$ cat src/rtl/ide_bridge_pkg.sv
package ide_bridge_pkg;

  typedef enum logic [3:0] {
    BS_IDLE,
    BS_RD8,
    BS_WR8,
    BS_RDW_HI,
    BS_RDW_LO,
    BS_WRW_HI,
    BS_WRW_LO,
    BS_STAT,
    BS_CFG
  } bstate_t;

  function automatic logic is_ide_read(bstate_t s);
    return (s == BS_RD8) || (s == BS_RDW_HI);
  endfunction

  function automatic logic is_ide_write(bstate_t s);
    return (s == BS_WR8) || (s == BS_WRW_LO);
  endfunction

  function automatic logic is_cpu_read(bstate_t s);
    return (s == BS_RD8) || (s == BS_RDW_HI) || (s == BS_RDW_LO) || (s == BS_STAT);
  endfunction

endpackage

$ cat src/rtl/ide_bridge_decode.sv
module ide_bridge_decode
  import ide_bridge_pkg::*;
#(
  parameter int CPU_AW    = 4,
  parameter int IDE_AW    = 3,
  parameter int CFG_ADDR  = 8,
  parameter int STAT_ADDR = 9
) (
  input  logic [CPU_AW-1:0] addr,
  input  logic              rw,
  input  logic              mode16,
  output bstate_t           nxt
);
  localparam int TF_SLOTS = 1 << IDE_AW;

  always_comb begin
    nxt = BS_IDLE;
    if (addr < CPU_AW'(TF_SLOTS)) begin
      if (mode16 && addr == '0)
        nxt = rw ? BS_RDW_HI : BS_WRW_HI;
      else if (mode16 && addr == CPU_AW'(1))
        nxt = rw ? BS_RDW_LO : BS_WRW_LO;
      else
        nxt = rw ? BS_RD8 : BS_WR8;
    end else if (addr == CPU_AW'(CFG_ADDR) && !rw) begin
      nxt = BS_CFG;
    end else if (addr == CPU_AW'(STAT_ADDR) && rw) begin
      nxt = BS_STAT;
    end
  end

endmodule

$ cat src/rtl/ide_bridge_strobe.sv
module ide_bridge_strobe
  import ide_bridge_pkg::*;
#(
  parameter int IDE_AW = 3
) (
  input  logic              clk,
  input  logic              rst,
  input  bstate_t           state,
  input  logic              cpu_e,
  input  logic [IDE_AW-1:0] reg_sel,
  output logic              ide_cs_n,
  output logic              ide_rd_n,
  output logic              ide_wr_n,
  output logic [IDE_AW-1:0] ide_addr
);
  logic rd_phase, wr_phase;

  always_comb begin
    rd_phase = is_ide_read(state);
    wr_phase = is_ide_write(state);
  end

  always_ff @(posedge clk) begin
    if (rst) begin
      ide_cs_n <= 1'b1;
      ide_rd_n <= 1'b1;
      ide_wr_n <= 1'b1;
      ide_addr <= '0;
    end else begin
      ide_cs_n <= ~(rd_phase | wr_phase);
      ide_rd_n <= ~(cpu_e & rd_phase);
      ide_wr_n <= ~(cpu_e & wr_phase);
      // word transfers always target the data register
      ide_addr <= (state == BS_RDW_HI || state == BS_WRW_LO) ? '0 : reg_sel;
    end
  end

  p_strobe_excl_r9: assert property (@(posedge clk) disable iff (rst)
    !(!ide_rd_n && !ide_wr_n));

  p_strobe_needs_cs_r9: assert property (@(posedge clk) disable iff (rst)
    (!ide_rd_n || !ide_wr_n) |-> !ide_cs_n);

  p_strobe_follows_e_r9: assert property (@(posedge clk) disable iff (rst)
    (!ide_rd_n || !ide_wr_n) |-> $past(cpu_e));

endmodule

$ cat src/rtl/ide_bridge_datapath.sv
module ide_bridge_datapath
  import ide_bridge_pkg::*;
#(
  parameter int DW = 8
) (
  input  logic          clk,
  input  logic          rst,
  input  bstate_t       state,
  input  logic          e_fall,
  input  logic          cpu_e,
  input  logic [DW-1:0] cpu_wdata,
  input  logic [2*DW-1:0] ide_din,
  output logic          mode16,
  output logic [DW-1:0] cpu_rdata,
  output logic          cpu_rd_oe,
  output logic [2*DW-1:0] ide_dout,
  output logic          ide_dout_oe
);
  localparam int WW = 2 * DW;

  logic [DW-1:0] hold;
  logic          cfg_load;
  logic [DW-1:0] rd_mux;
  logic [WW-1:0] wr_mux;

  always_comb begin
    cfg_load = e_fall && (state == BS_CFG);
    unique case (state)
      BS_RD8:    rd_mux = ide_din[DW-1:0];
      BS_RDW_HI: rd_mux = ide_din[WW-1:DW];
      BS_RDW_LO: rd_mux = hold;
      BS_STAT:   rd_mux = {{(DW-1){1'b0}}, mode16};
      default:   rd_mux = '0;
    endcase
    unique case (state)
      BS_WR8:    wr_mux = {{DW{1'b0}}, cpu_wdata};
      BS_WRW_LO: wr_mux = {hold, cpu_wdata};
      default:   wr_mux = '0;
    endcase
  end

  always_ff @(posedge clk) begin
    if (rst) begin
      mode16      <= 1'b0;
      hold        <= '0;
      cpu_rdata   <= '0;
      cpu_rd_oe   <= 1'b0;
      ide_dout    <= '0;
      ide_dout_oe <= 1'b0;
    end else begin
      if (cfg_load)
        mode16 <= cpu_wdata[0];
      if (e_fall && state == BS_RDW_HI)
        hold <= ide_din[DW-1:0];
      else if (e_fall && state == BS_WRW_HI)
        hold <= cpu_wdata;
      cpu_rdata   <= rd_mux;
      cpu_rd_oe   <= is_cpu_read(state) && cpu_e;
      ide_dout    <= wr_mux;
      ide_dout_oe <= is_ide_write(state);
    end
  end

  p_mode_hold_r2: assert property (@(posedge clk) disable iff (rst)
    !cfg_load |=> $stable(mode16));

  p_hold_capture_r5: assert property (@(posedge clk) disable iff (rst)
    (e_fall && state == BS_RDW_HI) |=> (hold == $past(ide_din[DW-1:0])));

  p_hold_store_r7: assert property (@(posedge clk) disable iff (rst)
    (e_fall && state == BS_WRW_HI) |=> (hold == $past(cpu_wdata)));

endmodule

$ cat src/rtl/ide_bridge.sv
module ide_bridge
  import ide_bridge_pkg::*;
#(
  parameter int CPU_AW    = 4,
  parameter int IDE_AW    = 3,
  parameter int DW        = 8,
  parameter int CFG_ADDR  = 8,
  parameter int STAT_ADDR = 9
) (
  input  logic              clk,
  input  logic              rst,
  input  logic              cpu_e,
  input  logic              cpu_q,
  input  logic              cpu_sel,
  input  logic              cpu_rw,
  input  logic [CPU_AW-1:0] cpu_addr,
  input  logic [DW-1:0]     cpu_wdata,
  output logic [DW-1:0]     cpu_rdata,
  output logic              cpu_rd_oe,
  output logic              ide_cs_n,
  output logic [IDE_AW-1:0] ide_addr,
  output logic              ide_rd_n,
  output logic              ide_wr_n,
  output logic [2*DW-1:0]   ide_dout,
  output logic              ide_dout_oe,
  input  logic [2*DW-1:0]   ide_din
);
  bstate_t           state, nxt;
  logic              q_d, e_d, q_rise, e_fall, mode16;
  logic [IDE_AW-1:0] reg_sel;

  always_comb begin
    q_rise = cpu_q & ~q_d;
    e_fall = ~cpu_e & e_d;
  end

  ide_bridge_decode #(
    .CPU_AW(CPU_AW), .IDE_AW(IDE_AW), .CFG_ADDR(CFG_ADDR), .STAT_ADDR(STAT_ADDR)
  ) u_decode (
    .addr(cpu_addr), .rw(cpu_rw), .mode16(mode16), .nxt(nxt)
  );

  always_ff @(posedge clk) begin
    if (rst) begin
      state   <= BS_IDLE;
      q_d     <= 1'b0;
      e_d     <= 1'b0;
      reg_sel <= '0;
    end else begin
      q_d <= cpu_q;
      e_d <= cpu_e;
      if (q_rise && cpu_sel) begin
        state   <= nxt;
        reg_sel <= cpu_addr[IDE_AW-1:0];
      end else if (e_fall) begin
        state <= BS_IDLE;
      end
    end
  end

  ide_bridge_strobe #(.IDE_AW(IDE_AW)) u_strobe (
    .clk(clk), .rst(rst), .state(state), .cpu_e(cpu_e), .reg_sel(reg_sel),
    .ide_cs_n(ide_cs_n), .ide_rd_n(ide_rd_n), .ide_wr_n(ide_wr_n), .ide_addr(ide_addr)
  );

  ide_bridge_datapath #(.DW(DW)) u_data (
    .clk(clk), .rst(rst), .state(state), .e_fall(e_fall), .cpu_e(cpu_e),
    .cpu_wdata(cpu_wdata), .ide_din(ide_din), .mode16(mode16),
    .cpu_rdata(cpu_rdata), .cpu_rd_oe(cpu_rd_oe),
    .ide_dout(ide_dout), .ide_dout_oe(ide_dout_oe)
  );

  p_reset_idle_r1: assert property (@(posedge clk) disable iff (rst)
    $past(rst) |-> (ide_cs_n && ide_rd_n && ide_wr_n && !mode16));

  p_lo_read_quiet_r6: assert property (@(posedge clk) disable iff (rst)
    (state == BS_RDW_LO) |=> (ide_cs_n && ide_rd_n));

  p_hi_write_quiet_r7: assert property (@(posedge clk) disable iff (rst)
    (state == BS_WRW_HI) |=> (ide_cs_n && ide_wr_n));

  p_unsel_ignored_r11: assert property (@(posedge clk) disable iff (rst)
    (q_rise && !cpu_sel && state == BS_IDLE) |=> (state == BS_IDLE));

endmodule

$ cat config.mk
export PLATFORM = sky130hd
export DESIGN_NAME = ide_bridge
export DESIGN_NICKNAME = d
export VERILOG_FILES = /design/src/rtl/ide_bridge_pkg.sv /design/src/rtl/ide_bridge_decode.sv /design/src/rtl/ide_bridge_strobe.sv /design/src/rtl/ide_bridge_datapath.sv /design/src/rtl/ide_bridge.sv
export SDC_FILE = /design/constraint.sdc
export NUM_CORES = 1
export LEC_CHECK = 0
export CAP_MARGIN = 20
export CORE_ASPECT_RATIO = 1.75
export CORE_MARGIN = 3
export CORE_UTILIZATION = 48
export DETAILED_ROUTE_END_ITERATION = 10
export GPL_ROUTABILITY_DRIVEN = 0
export PLACE_DENSITY = 0.88
export SKIP_CTS_REPAIR_TIMING = 1
export SYNTH_ARGS = -nofsm -noshare
export SYNTH_HDL_FRONTEND = slang
export SYNTH_SLANG_ARGS = --single-unit
$ cat constraint.sdc
create_clock -name clk -period 4.95 [get_ports clk]
set_input_delay 1.485 -clock clk [delete_from_list [all_inputs] [get_ports clk]]
set_output_delay 1.485 -clock clk [all_outputs]
set_load 0.02 [all_outputs]
* Word-level counts from Yosys, hierarchy flattened
Index checks and enable logic that the tools add are counted.
** Word-level totals
- Bits in registers :: 50
- Input bits :: 34
- Output and inout port bits :: 32
- Word-level logic and storage cells :: 69
** Cells by class
- Order comparisons :: 1
- Equal/unequal tests :: 11
- Mux-type cells :: 14
- Bitwise logic cells :: 10
- Reductions and logical operators :: 19
** Operator list (number)
- case mux 16 bit (2 select lines) :: 1
- case mux 8 bit (4 select lines) :: 1
- 2-to-1 mux 4 bit :: 6
- equality test 4 x 3 -> 1 bit (second input constant) :: 4
- 2-to-1 mux 8 bit :: 2
- equality test 4 bit (second input constant) :: 3
- logical AND 1 bit :: 9
- equality test 4 x 1 -> 1 bit (second input constant) :: 2
- equality test 4 x 2 -> 1 bit (second input constant) :: 2
- 2-to-1 mux 3 bit :: 2
- logical OR 1 bit :: 5
- NOT 1 bit :: 5
- AND 1 bit :: 4
- logical NOT 4 bit :: 1
- < comparator 4 bit (second input constant) :: 1
- 2-to-1 mux 2 bit :: 2
- nonzero test 2 bit :: 2
- OR reduction 2 bit :: 1
- logical NOT 1 bit :: 1
- OR 1 bit :: 1

* Logic depth before layout (Yosys ltp)
- Depth in word-level cells :: 6
- Gate-level depth with buffers :: 6

* Hierarchy
Synthesis repeated with hierarchy kept, for this count alone.
** Unflattened totals
- Cells, all modules :: 217
- Area total of the unflattened synthesis :: 2084.5 µm²
** By module, submodules not included
- ide_bridge_datapath :: times used 1, cells each 145, area an instance 1421.4 µm²
- ide_bridge :: times used 1, cells each 38, area an instance 360.3 µm²
- ide_bridge_strobe :: times used 1, cells each 20, area an instance 206.4 µm²
- ide_bridge_decode :: times used 1, cells each 14, area an instance 96.3 µm²

* Least setup slack after synthesis
No wires, ideal clock.
- Path kind :: in2reg
- From :: input port cpu_e
- To :: register u_data.hold[0]
- Library setup time :: 128 ps
- Arrival time :: 2482 ps
- Path slack :: 2340 ps
- Stages on the path :: 5
- Buffers on the path :: 1
- Cells stage by stage :: nand2b_1 > buf_2 > or3_1 > a222oi_1 > nor2_1
** On the way
- Cells in the longest elaborated chain, start to end :: 4
** Ends and longest elaborated chain
- from (decl) :: RTL line ide_bridge.sv:12 : input logic cpu_e,
- NOT 1 bit * :: RTL line ide_bridge.sv:34 : e_fall = ~cpu_e & e_d;
- AND 1 bit * :: RTL line ide_bridge.sv:34
- logical AND 1 bit, on equally long branches :: RTL line ide_bridge_datapath.sv:53, ide_bridge_datapath.sv:55
- 2-to-1 mux 8 bit or nonzero test 2 bit (tied branches)
- to (signal assigned) :: RTL line ide_bridge_datapath.sv:54 : hold <= ide_din[DW-1:0];
- to (signal assigned) :: RTL line ide_bridge_datapath.sv:56 : hold <= cpu_wdata;
- to (decl) :: RTL line ide_bridge_datapath.sv:21 : logic [DW-1:0] hold;
Mark *: on every way between the ends. The rest lies on a longest branch, timed or not.
A chain may end at the register's enable or synchronous reset.

==> out/metrics.yaml <==
drtIter0Drc: 60
status: "completed"
finalSetupViolations: 0
synth_top_family_by_area: "simple AND/OR/NAND/NOR gates"
clock_skew_ns: 0.00536
via_per_inst: 5.42
maxSlewHeadroom_pct: 48.3
stdcell_count: 304
hold_viol_final: 0
p_sw_mw: 0.162
swShare_pct: 22.4
synth_edf_count: 0
grt_pass1_vias: 1597
synth_nets: 231
busiest_layer: "met2"
powerDensity_mw_per_mm2: 269
ant_nets: 0
synth_cell_types: 38
seqPwrFrac_pct: 57.1
leakage_nw: 0.973
area_growth_syn_to_layout_pct: 39.0
cts-buffers-inserted: 5
worstPathRequired_ns: 5.19
synth.most_common_cell: "dfxtp_1"
yosys.area_share.adder_pct: 0
path_clk_slew_ns: 0.08
grt_usage_pct: 20.1
ys_seq_area_share_pct: 51.9
synth.top_cell.area_share_pct: 51.9
fin_nets: 291
criticalPathCategory: "in2reg"
start_util_pct: 51.6
p_clk_share_pct: 33.1
slew_violations: 0
multi_input_area_um2: 858
grt_first_pass_wirelength_um: 7370
use_met1_pct: 21.5
grt_use_met3_pct: 4.80
die-area_mm2: 0.00485
p_comb_share_pct: 9.8
setup_ws_ns: 1.72
clockRootBuffer: "clkbuf_8"
crit_path_start_kind: "input port"
rsz0062_at_grt: "no"
seqCellArea_mm2: 0.00100
core_mm2: 0.00374
synth_cells: 197
netlist_top_cells_count: "dfxtp_1, nor2_1, and2_1"
io_buffers: 65
max_freq_ghz: 0.310
ys_ff_latch: 50
period_share_pct: 65.3
drc: 0
hpwl_um: 3420
ir_drop_mv: 0.217
dr.pass1.iters: 4
cts_tree: "built"
clk_path_buf_depth: 2
cp-end-kind: "flip-flop"
synthMuxAreaShare_pct: 3.18
overflow: 0
clock_latency_ns: 0.30
drv_cap: 0
vias: 1648
grt_max_degree: 22
post-route-min-period_ns: 3.23
die_y_um: 89.9
internal_power_mw: 0.560
syn_area_mm2: 0.00193
antenna_found_initial: 0
cp.arrival_ns: 3.47
rows: 29
ctsHtreeMaxLevel: 2
final_layout_size_suffix_gt1_share_pct: 5.04
grt_use_met2_pct: 35.4
tightest_slew_ns: 0.773
numClockSinks: 50
hold_class: "reg2reg"
synthSimpleGateAreaFrac_pct: 25.5
diodes: 0
synthXorXnorAreaFrac_pct: 0.908
die_x_um: 53.9
yosys-top-cells-area: "dfxtp_1, nor2_1, a22o_1"
ys_async_sr_fraction_pct: 0
finalHoldWorstSlack_ns: 0.456
routed_wl_um: 4470
avgSynthCellArea_um2: 9.79
placed_cells: 296
fin_util_pct: 71.7
yosys_warnings: 0
wl_per_cell_um: 14.7
synth_compound_area_share_pct: 14.9
io_pins: 66
preCtsSetupSlack_ns: 1.42
setup_tns_ns: 0
critPathMaxFanout: 21
nFillCells: 290
synth_top_cell_by_area: "dfxtp_1"
ys.flop_type: "dfxtp_1"
layout by cell type (no fill, tap or decap), types with 3 or more instances in the layout:
| cell type | instances |
|---|---|
| and3_1 | 9 |
| a21oi_1 | 8 |
| a22oi_1 | 8 |
| a22o_1 | 8 |
| a211oi_1 | 3 |
| o21ai_0 | 3 |
| nor2_1 | 24 |
| mux2i_1 | 5 |
| a222oi_1 | 5 |
| clkbuf_8 | 6 |
| nor2b_1 | 6 |
| nand3b_1 | 3 |
| and2_1 | 11 |
| clkdlybuf4s50_1 | 65 |
| dfxtp_1 | 50 |
| inv_1 | 3 |
| nand2_1 | 10 |
| nand3_1 | 5 |
| nor3b_1 | 3 |
critical path, stage by stage:
cell and delay, ns:
clkdlybuf4s50_1 0.80, nor4b_2 0.74, buf_4 0.27, and3_1 0.16
path summary, 6_finish.rpt:
path / from / slack [ns] / depth (start not counted) / endpoint
worst max-delay path: rst / 1.72 / 4 / u_data.ide_dout[11]
worst min-delay path: reg_sel[2] / 0.46 / 2 / reg_sel[2]
worst max register to register: state[2] / 2.95 / 4 / u_data.hold[7]
worst min register to register: reg_sel[2] / 0.46 / 2 / reg_sel[2]
power groups by stage:
stage | Clock, mW | Sequential [mW] | Combinational (mW)
after global routing | 0.256 | 0.413 | 0.0767
after detailed placement | 0 | 0.422 | 0.0703
after floorplan | 0 | 0.423 | 0.0283
after global placement | 0 | 0.422 | 0.0698
after CTS | 0.242 | 0.412 | 0.0709
final | 0.239 | 0.412 | 0.0705
kinds of logic after synthesis:
family	count (synthesis)
compound gates	39
simple gates	84
flops	50
buf+inv	16
mux	6
xor+xnor	2
layout make-up:
class	instances	share of cell area, %
Clock inverter	2	0.467
Multi-Input combinational cell	131	32.0
Clock buffer	6	3.08
Tap cell	46	2.15
Inverter	3	0.420
Timing Repair Buffer	66	24.5
Sequential cell	50	37.3
state kept, by name (all words and copies together) (netlist names):
| signal | cells |
|---|---|
| u_strobe.ide_addr | 3 |
| state | 4 |
| u_data.cpu_rd_oe | 1 |
| u_data.ide_dout | 16 |
| u_data.ide_dout_oe | 1 |
| u_strobe.ide_cs_n | 1 |
| e_d | 1 |
| u_data.mode16 | 1 |
| reg_sel | 3 |
| u_strobe.ide_rd_n | 1 |
| u_data.cpu_rdata | 8 |
| u_strobe.ide_wr_n | 1 |
| q_d | 1 |
| u_data.hold | 8 |
per-stage QoR:
stage | power (mW) | instance area, um2
floorplan | 0.451 | 1930
global placement | 0.492 | 2590
detailed placement | 0.492 | 2590
CTS | 0.725 | 2680
global route | 0.746 | 2680
finish | 0.722 | 2680
metal layers:
metal | up-vias | part of all wire (%)
met5 | - | 0
met4 | 0 | 2.0
met3 | 9 | 5.5
met2 | 54 | 56
met1 | 762 | 37
li1 | 823 | -
Power figures use the tool's default switching activity.
